**src/rtl/rh_port_pkg.sv**
```systemverilog
package rh_port_pkg;

    localparam int B_CONN     = 0;
    localparam int B_ENAB     = 1;
    localparam int B_SUSP     = 2;
    localparam int B_OVI      = 3;
    localparam int B_RST      = 4;
    localparam int B_PWR      = 8;
    localparam int B_LOWSPD   = 9;
    localparam int B_CONN_CHG = 16;
    localparam int B_ENAB_CHG = 17;
    localparam int B_SUSP_CHG = 18;
    localparam int B_OVI_CHG  = 19;
    localparam int B_RST_CHG  = 20;

    typedef struct packed {
        logic lowspd;
        logic pwr;
        logic ovi;
        logic susp;
        logic enab;
        logic conn;
        logic rst_chg;
        logic ovi_chg;
        logic susp_chg;
        logic enab_chg;
        logic conn_chg;
    } port_state_t;

    function automatic logic [31:0] pack_word(port_state_t s, logic rst_act);
        logic [31:0] w;
        w             = '0;
        w[B_CONN]     = s.conn;
        w[B_ENAB]     = s.enab;
        w[B_SUSP]     = s.susp;
        w[B_OVI]      = s.ovi;
        w[B_RST]      = rst_act;
        w[B_PWR]      = s.pwr;
        w[B_LOWSPD]   = s.lowspd;
        w[B_CONN_CHG] = s.conn_chg;
        w[B_ENAB_CHG] = s.enab_chg;
        w[B_SUSP_CHG] = s.susp_chg;
        w[B_OVI_CHG]  = s.ovi_chg;
        w[B_RST_CHG]  = s.rst_chg;
        return w;
    endfunction

endpackage

```
**src/rtl/rh_reset_timer.sv**
```systemverilog
module rh_reset_timer #(
    parameter int CYC = 20
) (
    input  logic clk,
    input  logic rst,
    input  logic start,
    input  logic abort,
    output logic active,
    output logic done
);
    localparam int CW = $clog2(CYC + 1);
    localparam logic [CW-1:0] LAST = CW'(CYC - 1);

    logic [CW-1:0] cnt;

    assign done = active && (cnt == LAST) && !abort;

    always_ff @(posedge clk) begin
        if (rst) begin
            active <= 1'b0;
            cnt    <= '0;
        end else if (abort) begin
            active <= 1'b0;
            cnt    <= '0;
        end else if (start && !active) begin
            active <= 1'b1;
            cnt    <= '0;
        end else if (active) begin
            if (cnt == LAST) active <= 1'b0;
            else             cnt    <= cnt + 1'b1;
        end
    end

    AST_TIMER_BOUND: assert property (@(posedge clk) disable iff (rst)
        active |-> (cnt <= LAST));
    AST_DONE_ENDS: assert property (@(posedge clk) disable iff (rst)
        done |=> !active);
endmodule

```
**src/rtl/rh_write_hold.sv**
```systemverilog
module rh_write_hold (
    input  logic        clk,
    input  logic        rst,
    input  logic        busy,
    input  logic        wr_hit,
    input  logic [31:0] wr_data,
    output logic        apply,
    output logic [31:0] apply_data
);
    logic        pend_v;
    logic [31:0] pend_d;

    assign apply      = !busy && (wr_hit || pend_v);
    assign apply_data = busy ? '0 :
                        ((pend_v ? pend_d : '0) | (wr_hit ? wr_data : '0));

    always_ff @(posedge clk) begin
        if (rst) begin
            pend_v <= 1'b0;
            pend_d <= '0;
        end else if (busy) begin
            if (wr_hit) begin
                pend_v <= 1'b1;
                pend_d <= wr_data;
            end
        end else begin
            pend_v <= 1'b0;
        end
    end

    AST_HOLD_WHILE_BUSY: assert property (@(posedge clk) disable iff (rst)
        busy |-> !apply);
    AST_PEND_FLUSH: assert property (@(posedge clk) disable iff (rst)
        (pend_v && !busy) |-> apply);
    AST_PEND_CLEARED: assert property (@(posedge clk) disable iff (rst)
        !busy |=> !pend_v);
endmodule

```
**src/rtl/rh_port_slice.sv**
```systemverilog
module rh_port_slice
    import rh_port_pkg::*;
#(
    parameter int RST_CYC = 20
) (
    input  logic        clk,
    input  logic        rst,
    input  logic        conn_in,
    input  logic        lowspd_in,
    input  logic        ovc_in,
    input  logic        ovc_per_port,
    input  logic        apply,
    input  logic [31:0] apply_data,
    output logic [31:0] word
);
    port_state_t st, nx;
    logic rst_act, rst_done, rst_start, conn_edge, unplug;

    assign conn_edge = conn_in ^ st.conn;
    assign unplug    = st.conn & ~conn_in;
    assign rst_start = apply & apply_data[B_RST] & st.conn & ~rst_act;

    rh_reset_timer #(.CYC(RST_CYC)) u_timer (
        .clk    (clk),
        .rst    (rst),
        .start  (rst_start),
        .abort  (unplug),
        .active (rst_act),
        .done   (rst_done)
    );

    always_comb begin
        nx        = st;
        nx.conn   = conn_in;
        nx.lowspd = conn_in & lowspd_in;
        nx.ovi    = ovc_in;
        if (apply) begin
            if (apply_data[B_CONN_CHG]) nx.conn_chg = 1'b0;
            if (apply_data[B_ENAB_CHG]) nx.enab_chg = 1'b0;
            if (apply_data[B_SUSP_CHG]) nx.susp_chg = 1'b0;
            if (apply_data[B_OVI_CHG])  nx.ovi_chg  = 1'b0;
            if (apply_data[B_RST_CHG])  nx.rst_chg  = 1'b0;
            if (apply_data[B_ENAB] && st.conn) nx.enab = 1'b1;
            if (apply_data[B_SUSP] && st.enab) nx.susp = 1'b1;
            if (apply_data[B_PWR])             nx.pwr  = 1'b1;
        end
        if (rst_done) begin
            nx.enab    = 1'b1;
            nx.rst_chg = 1'b1;
        end
        if (conn_edge) nx.conn_chg = 1'b1;
        if (unplug) begin
            nx.enab = 1'b0;
            nx.susp = 1'b0;
            if (st.enab) nx.enab_chg = 1'b1;
        end
        if (ovc_per_port && (ovc_in != st.ovi)) nx.ovi_chg = 1'b1;
    end

    always_ff @(posedge clk) begin
        if (rst) st <= '0;
        else     st <= nx;
    end

    assign word = pack_word(st, rst_act);

    AST_CONN_EDGE_FLAG: assert property (@(posedge clk) disable iff (rst)
        (conn_in != st.conn) |=> st.conn_chg);
    AST_RST_END_FLAGS: assert property (@(posedge clk) disable iff (rst)
        rst_done |=> (st.rst_chg && st.enab && !rst_act));
    AST_CHG_STICKY: assert property (@(posedge clk) disable iff (rst)
        (st.conn_chg && !apply) |=> st.conn_chg);
    AST_UNPLUG_DISABLES: assert property (@(posedge clk) disable iff (rst)
        unplug |=> (!st.enab && !rst_act && !st.susp));
endmodule

```
**src/rtl/rh_port_status_bank.sv**
```systemverilog
module rh_port_status_bank
    import rh_port_pkg::*;
#(
    parameter int NPORTS  = 4,
    parameter int CLK_KHZ = 100000,
    parameter int RST_MS  = 10
) (
    input  logic              clk,
    input  logic              rst,
    input  logic              wr_en,
    input  logic [1:0]        wr_port,
    input  logic [31:0]       wr_data,
    input  logic [1:0]        rd_port,
    output logic [31:0]       rd_data,
    input  logic              xfer_busy,
    input  logic              ovc_per_port,
    input  logic [NPORTS-1:0] conn_in,
    input  logic [NPORTS-1:0] lowspd_in,
    input  logic [NPORTS-1:0] ovc_in
);
    localparam int RST_CYC = CLK_KHZ * RST_MS;

    logic [31:0] words [NPORTS];

    for (genvar i = 0; i < NPORTS; i++) begin : g_port
        logic        hit, apply;
        logic [31:0] adata;

        assign hit = wr_en && (wr_port == 2'(i));

        rh_write_hold u_hold (
            .clk        (clk),
            .rst        (rst),
            .busy       (xfer_busy),
            .wr_hit     (hit),
            .wr_data    (wr_data),
            .apply      (apply),
            .apply_data (adata)
        );

        rh_port_slice #(.RST_CYC(RST_CYC)) u_slice (
            .clk          (clk),
            .rst          (rst),
            .conn_in      (conn_in[i]),
            .lowspd_in    (lowspd_in[i]),
            .ovc_in       (ovc_in[i]),
            .ovc_per_port (ovc_per_port),
            .apply        (apply),
            .apply_data   (adata),
            .word         (words[i])
        );
    end

    always_comb begin
        rd_data = '0;
        for (int i = 0; i < NPORTS; i++)
            if (rd_port == 2'(i)) rd_data = words[i];
    end

    AST_RESERVED_ZERO: assert property (@(posedge clk) disable iff (rst)
        rd_data[31:21] == '0);
endmodule

```
**config.mk**
```make
export PLATFORM = sky130hd
export DESIGN_NAME = rh_port_status_bank
export DESIGN_NICKNAME = d
export VERILOG_FILES = /design/src/rtl/rh_port_pkg.sv /design/src/rtl/rh_reset_timer.sv /design/src/rtl/rh_write_hold.sv /design/src/rtl/rh_port_slice.sv /design/src/rtl/rh_port_status_bank.sv
export SDC_FILE = /design/constraint.sdc
export NUM_CORES = 1
export LEC_CHECK = 0
export BUFFER_PORTS_ARGS = -buffer_cell sky130_fd_sc_hd__buf_2
export CORE_ASPECT_RATIO = 0.9
export CORE_UTILIZATION = 39
export DETAILED_ROUTE_END_ITERATION = 7
export HOLD_SLACK_MARGIN = 0.12
export PLACE_DENSITY_LB_ADDON = 0.15
export RECOVER_POWER = 100
export SLEW_MARGIN = 5
export SYNTH_ARGS = -nofsm -noshare
export SYNTH_HDL_FRONTEND = slang
export SYNTH_SLANG_ARGS = --single-unit
```
**constraint.sdc**
```tcl
create_clock -name clk -period 2 [get_ports clk]
set_input_delay 0.4 -clock clk [delete_from_list [all_inputs] [get_ports clk]]
set_output_delay 0.4 -clock clk [all_outputs]
set_load 0.03 [all_outputs]
```
* Word level (Yosys, flattened, before mapping)
Cells that the tools add are included.
Word-level totals: bits in registers 212, input port bits 53, output and inout bits 32, logic and storage cells 311
Cells by class: $add $sub $neg 4, equal/unequal tests 14, multiplexer cells 80, bitwise gates (word level) 41, reductions and logical operators 116
Operators with widths (number):
- 21-bit two-way mux | 14
- 21-bit OR | 4
- 20-bit by 1-bit adder with 20-bit output, second input constant | 4
- 20-bit == test, second input constant | 4
- 32-bit two-way mux | 2
- 2-bit AND reduction | 32
- 1-bit two-way mux | 60
- 2-bit nonzero test | 28
- 1-bit logical AND | 32
- 1-bit AND | 20
- 5-bit two-way mux | 4
- 1-bit inverter | 13
- 3-bit OR reduction | 4
- 2-bit OR reduction | 5
- 1-bit logical NOT | 9
- 2-bit == test, second input constant | 4
- 2-bit by 1-bit == test with 1-bit output, second input constant | 2
- 2-bit logical NOT | 2
- 1-bit logical OR | 4
- 1-bit != test | 4
- 1-bit XOR | 4

* Depth between registers and ports, before layout
word-level depth 10, depth in mapped cells 7, mapped depth without buffers 6

* Modules after synthesis
Synthesis repeated with hierarchy kept, for this count alone.
Second synthesis, totals: cell total of the unflattened synthesis 1674, area total of the unflattened synthesis 16061.7 um2
By module, submodules not included:
- rh_write_hold | instances 4, cells an instance 226, area each 2195.9 um2, seq. area each 660.6 um2
- rh_reset_timer at g_port[0].u_slice.u_timer ... | instances 3, cells an instance 125, area each 1064.8 um2, seq. area each 420.4 um2
- rh_port_slice | instances 4, cells an instance 57, area each 538.0 um2, seq. area each 200.2 um2
- rh_reset_timer at g_port[3].u_slice.u_timer | instances 1, cells an instance 124, area each 1086.0 um2, seq. area each 420.4 um2
- rh_port_status_bank | instances 1, cells an instance 43, area each 845.8 um2, seq. area each 0.0 um2

* Least setup slack after synthesis
No wires, ideal clock.
kind input to output, start input rd_port[0], end output rd_data[0], data arrival time 1.302 ns, data required time 1.600 ns, path slack 0.298 ns, stages on the path 2, buffers on the path 1, cells stage by stage buf_2 > mux4_2
On the way: longest elaborated chain between the ends 5, elaborated cells between the ends (all ways) 8, those cells by class eq/ne: 3; mux: 4; reduce/logical: 1
Ends and longest elaborated chain:
- from (decl) | line rh_port_status_bank.sv:13 | input logic [1:0] rd_port,
- 2-bit logical NOT | line rh_port_status_bank.sv:57 | if (rd_port == 2'(i)) rd_data = words[i];
- 21-bit two-way mux (2 in series) | line rh_port_status_bank.sv:57
- 32-bit two-way mux | line rh_port_status_bank.sv:57
- 32-bit two-way mux (*) | line rh_port_status_bank.sv:57
- to (decl) | line rh_port_status_bank.sv:14 | output logic [31:0] rd_data,
Every way passes the cells marked *; elsewhere a longest branch is shown, timed or not.

* Worst setup path in the final report
start register g_port[2].u_slice.u_timer.active, end output rd_data[4]
On the way: longest elaborated chain between the ends 2
Ends and longest elaborated chain:
- from (decl) | line rh_reset_timer.sv:8 | output logic active,
- from (signal assigned) | line rh_reset_timer.sv:20 | active <= 1'b0;
- from (signal assigned) | line rh_reset_timer.sv:23 | active <= 1'b0;
- from (signal assigned) | line rh_reset_timer.sv:26 | active <= 1'b1;
- 32-bit two-way mux (2 in series) | line rh_port_status_bank.sv:57
Every way passes these cells.

==> run summary <==
Wire per inst - 15.1 um
RD Place Congestion - 0.771
Routed wire length - 17600 um
Fin area - 8460 um^2
Post-route minimum period - 1.96 ns
I/O pin count - 85
Die H - 133 um
Clk pwr share - 49.1%
Diode count - 0
Row cnt - 47
Fin Clk Skew - 0.0110 ns
Die width - 147 um
Layout cells sized above 1 - 12.5%
Switching share of total power - 22.6%
CTS Sinks - 160
H-Tree Depth - 4
Max VDD drop - 531 uV
Largest net degree at the start of global routing - 22
Hold-fix buffers at CTS - 0
Sequential Power Share - 45.3%
DRC Markers - 0
Mapped cell area - 7410 um^2
First-pass iteration count of the detailed router - 4
Core Region - 18500 um^2
Starting density of the core - 40.1%
Max-slew headroom - 45.0%
Cell internal pwr - 5.58 mW
Hold Crit Class - in2reg
Post-DP Area - 7920 um^2
Clk_lat worst skew - 0.43 ns
Core Util, Final - 45.8%
Setup TNS - 0 ns
Final period util - 98.2%
Ys flop type - dfxtp_1
Crit end category - output pin
DR vias - 5965
Sequential element share of the synthesized area - 43.3%
CP required - 1.60 ns
Number of antenna violations at the first check in global routing - 0
# nets final - 965
GRT Util Overall - 18.7%
Commonest cells after routing, fill and taps aside - dfxtp_1, nor2_1, nand2_1
Syn. warnings - 0
FMAX - 0.509 GHz
DR vias/cell - 5.13
Async set-reset flop share out of synthesis - 0%
Dpl hpwl - 12400 um
Max Cap Viol - 0
RSZ-0062 raised after global routing - no
Global route total overflow - 0
Yosys reg bits - 160
Area grow syn2layout - 14.3%
Non-filler instance count after layout - 1162
Final Max Slew Viols - 0
Setup CP Type - reg2out
Least-Margin Pin Slew - 0.825 ns
Syn Area/Cell - 8.60 um^2
Crit path max fanout - 7
Netlist cell types - 63
Vias in the first global route - 5503
CTS Buf Count - 17
Pwr dens - 852 nW/um^2
Placed insts - 1130
Full die area - 19500 um^2
Post-synthesis cell count - 861
Bufs on Longest Clock Path - 2
Comb power frac - 5.6%
CTS tree - built
Antenna-violating nets left - 0
Net switching power - 1.63 mW
Final setup fails - 0
Port Buffers - 39
Status - complete, no violations
Commonest non-fill, non-tap cell in the layout - dfxtp_1
Post-synth EDFFs - 0
Hold Violations, Final - 0
Root buf cell - clkbuf_16
First-pass GRT wire length - 28800 um
Clk slew on worst S/H paths - 0.07 ns
Startpoint types - register
CP arrival - 1.56 ns
Leak Pwr - 3.03 nW
Fill cells - 1873
DR iter-0 viols - 317
synth_stat cells, types with 5 or more instances:
master	number	area share (%)
a211oi_1	5	0.51
nor2_1	122	6.2
buf_4	21	2.1
buf_2	12	0.81
clkbuf_1	29	1.5
nand2_1	107	5.4
nand3_1	35	2.4
o21ai_0	21	1.4
a22oi_1	25	2.5
and3_1	10	0.84
ha_1	8	1.4
and4_1	7	0.83
a21oi_1	61	4.1
or3_1	8	0.68
a22o_1	6	0.71
xnor2_1	20	2.4
o21a_1	7	0.71
inv_1	12	0.61
xor2_1	45	5.3
dfxtp_1	160	43
nand4_1	21	1.8
nor4_1	6	0.51
nor3_1	16	1.1
and2_1	13	1.1
mux4_2	11	3.3
o21ai_1	5	0.34
cell families (layout without fill, tap and decap cells):
| group | after synthesis | in the layout | synth area share [%] |
|---|---|---|---|
| other | 1 | 21 | 0.0506 |
| adders and majority gates | 8 | 8 | 1.35 |
| and+or+nand+nor | 384 | 384 | 26.1 |
| xor gates and xnor gates | 65 | 65 | 7.69 |
| AOI/OAI and AO/OA | 147 | 147 | 12.3 |
| buffers and inverters | 81 | 117 | 5.41 |
| muxes | 15 | 15 | 3.89 |
| DFF | 160 | 160 | 43.3 |
layout make-up:
| cell class | count | area (um^2) | share of cell area (%) |
|---|---|---|---|
| Tap cell | 245 | 307 | 3.62 |
| Clock buffer | 23 | 488 | 5.76 |
| Timing Repair Buffer | 71 | 428 | 5.06 |
| Inverter | 14 | 52.6 | 0.621 |
| Sequential cell | 160 | 3210 | 37.9 |
| Multi-Input combinational cell | 640 | 3830 | 45.2 |
| Clock inverter | 9 | 154 | 1.82 |
power by group through the flow:
stage	combinational, mW	clock [mW]	sequential [mW]
after CTS	0.419	3.61	3.26
after global routing	0.443	3.76	3.27
after floorplan	0.315	0	3.32
after global placement	0.416	0	3.33
final	0.405	3.54	3.26
after detailed placement	0.417	0	3.33
registers in the layout, summed over array words and instances (netlist names):
name and flops:
g_port.u_hold.pend_d 32, g_port.u_slice.u_timer.active 4, g_port.u_hold.pend_v 4, g_port.u_slice.word 40, g_port.u_slice.u_timer.cnt 80
path summary, 6_finish.rpt:
check / start / endpoint / slack (ns) / depth (start not counted)
max: g_port[2].u_slice.u_timer.active / rd_data[4] / 0.04 / 2
min reg2reg: g_port[0].u_hold.pend_d[1] / g_port[0].u_hold.pend_d[1] / 0.45 / 2
max reg2reg: g_port[0].u_slice.u_timer.cnt[11] / g_port[0].u_slice.u_timer.cnt[1] / 0.15 / 6
min: lowspd_in[0] / g_port[0].u_slice.word[9] / 0.17 / 2
worst max-delay path, cell delays in order (launching register included):
cell	delay [ns]
dfxtp_1	0.41
mux4_2	0.53
buf_2	0.20
stage by stage:
step | hold WS [ns] | total power, mW | worst slack [ns]
final | 0.172 | 7.21 | 0.0365
after global routing | 0.174 | 7.47 | 0.0000449
after CTS | 0.160 | 7.29 | 0.0230
after detailed placement | 0.447 | 3.75 | 0.158
after global placement | 0.443 | 3.75 | 0.162
after floorplan | 0.431 | 3.63 | 0.298
timing repair:
action	4_1_cts	5_1_grt
endpoints found under the setup margin	1	1
setup buffers	0	0
resized for setup	1	1
routing by layer:
layer  vias to the layer above  global-route usage [%]  part of all wire [%]
met1                      2809                    25.7                    49
met5                         -                       0                     0
met4                         0                    5.67                   1.1
met2                        86                    29.5                    46
li1                       3051                       -                     -
met3                        19                    3.66                   3.2
Power figures use the tool's default switching activity.
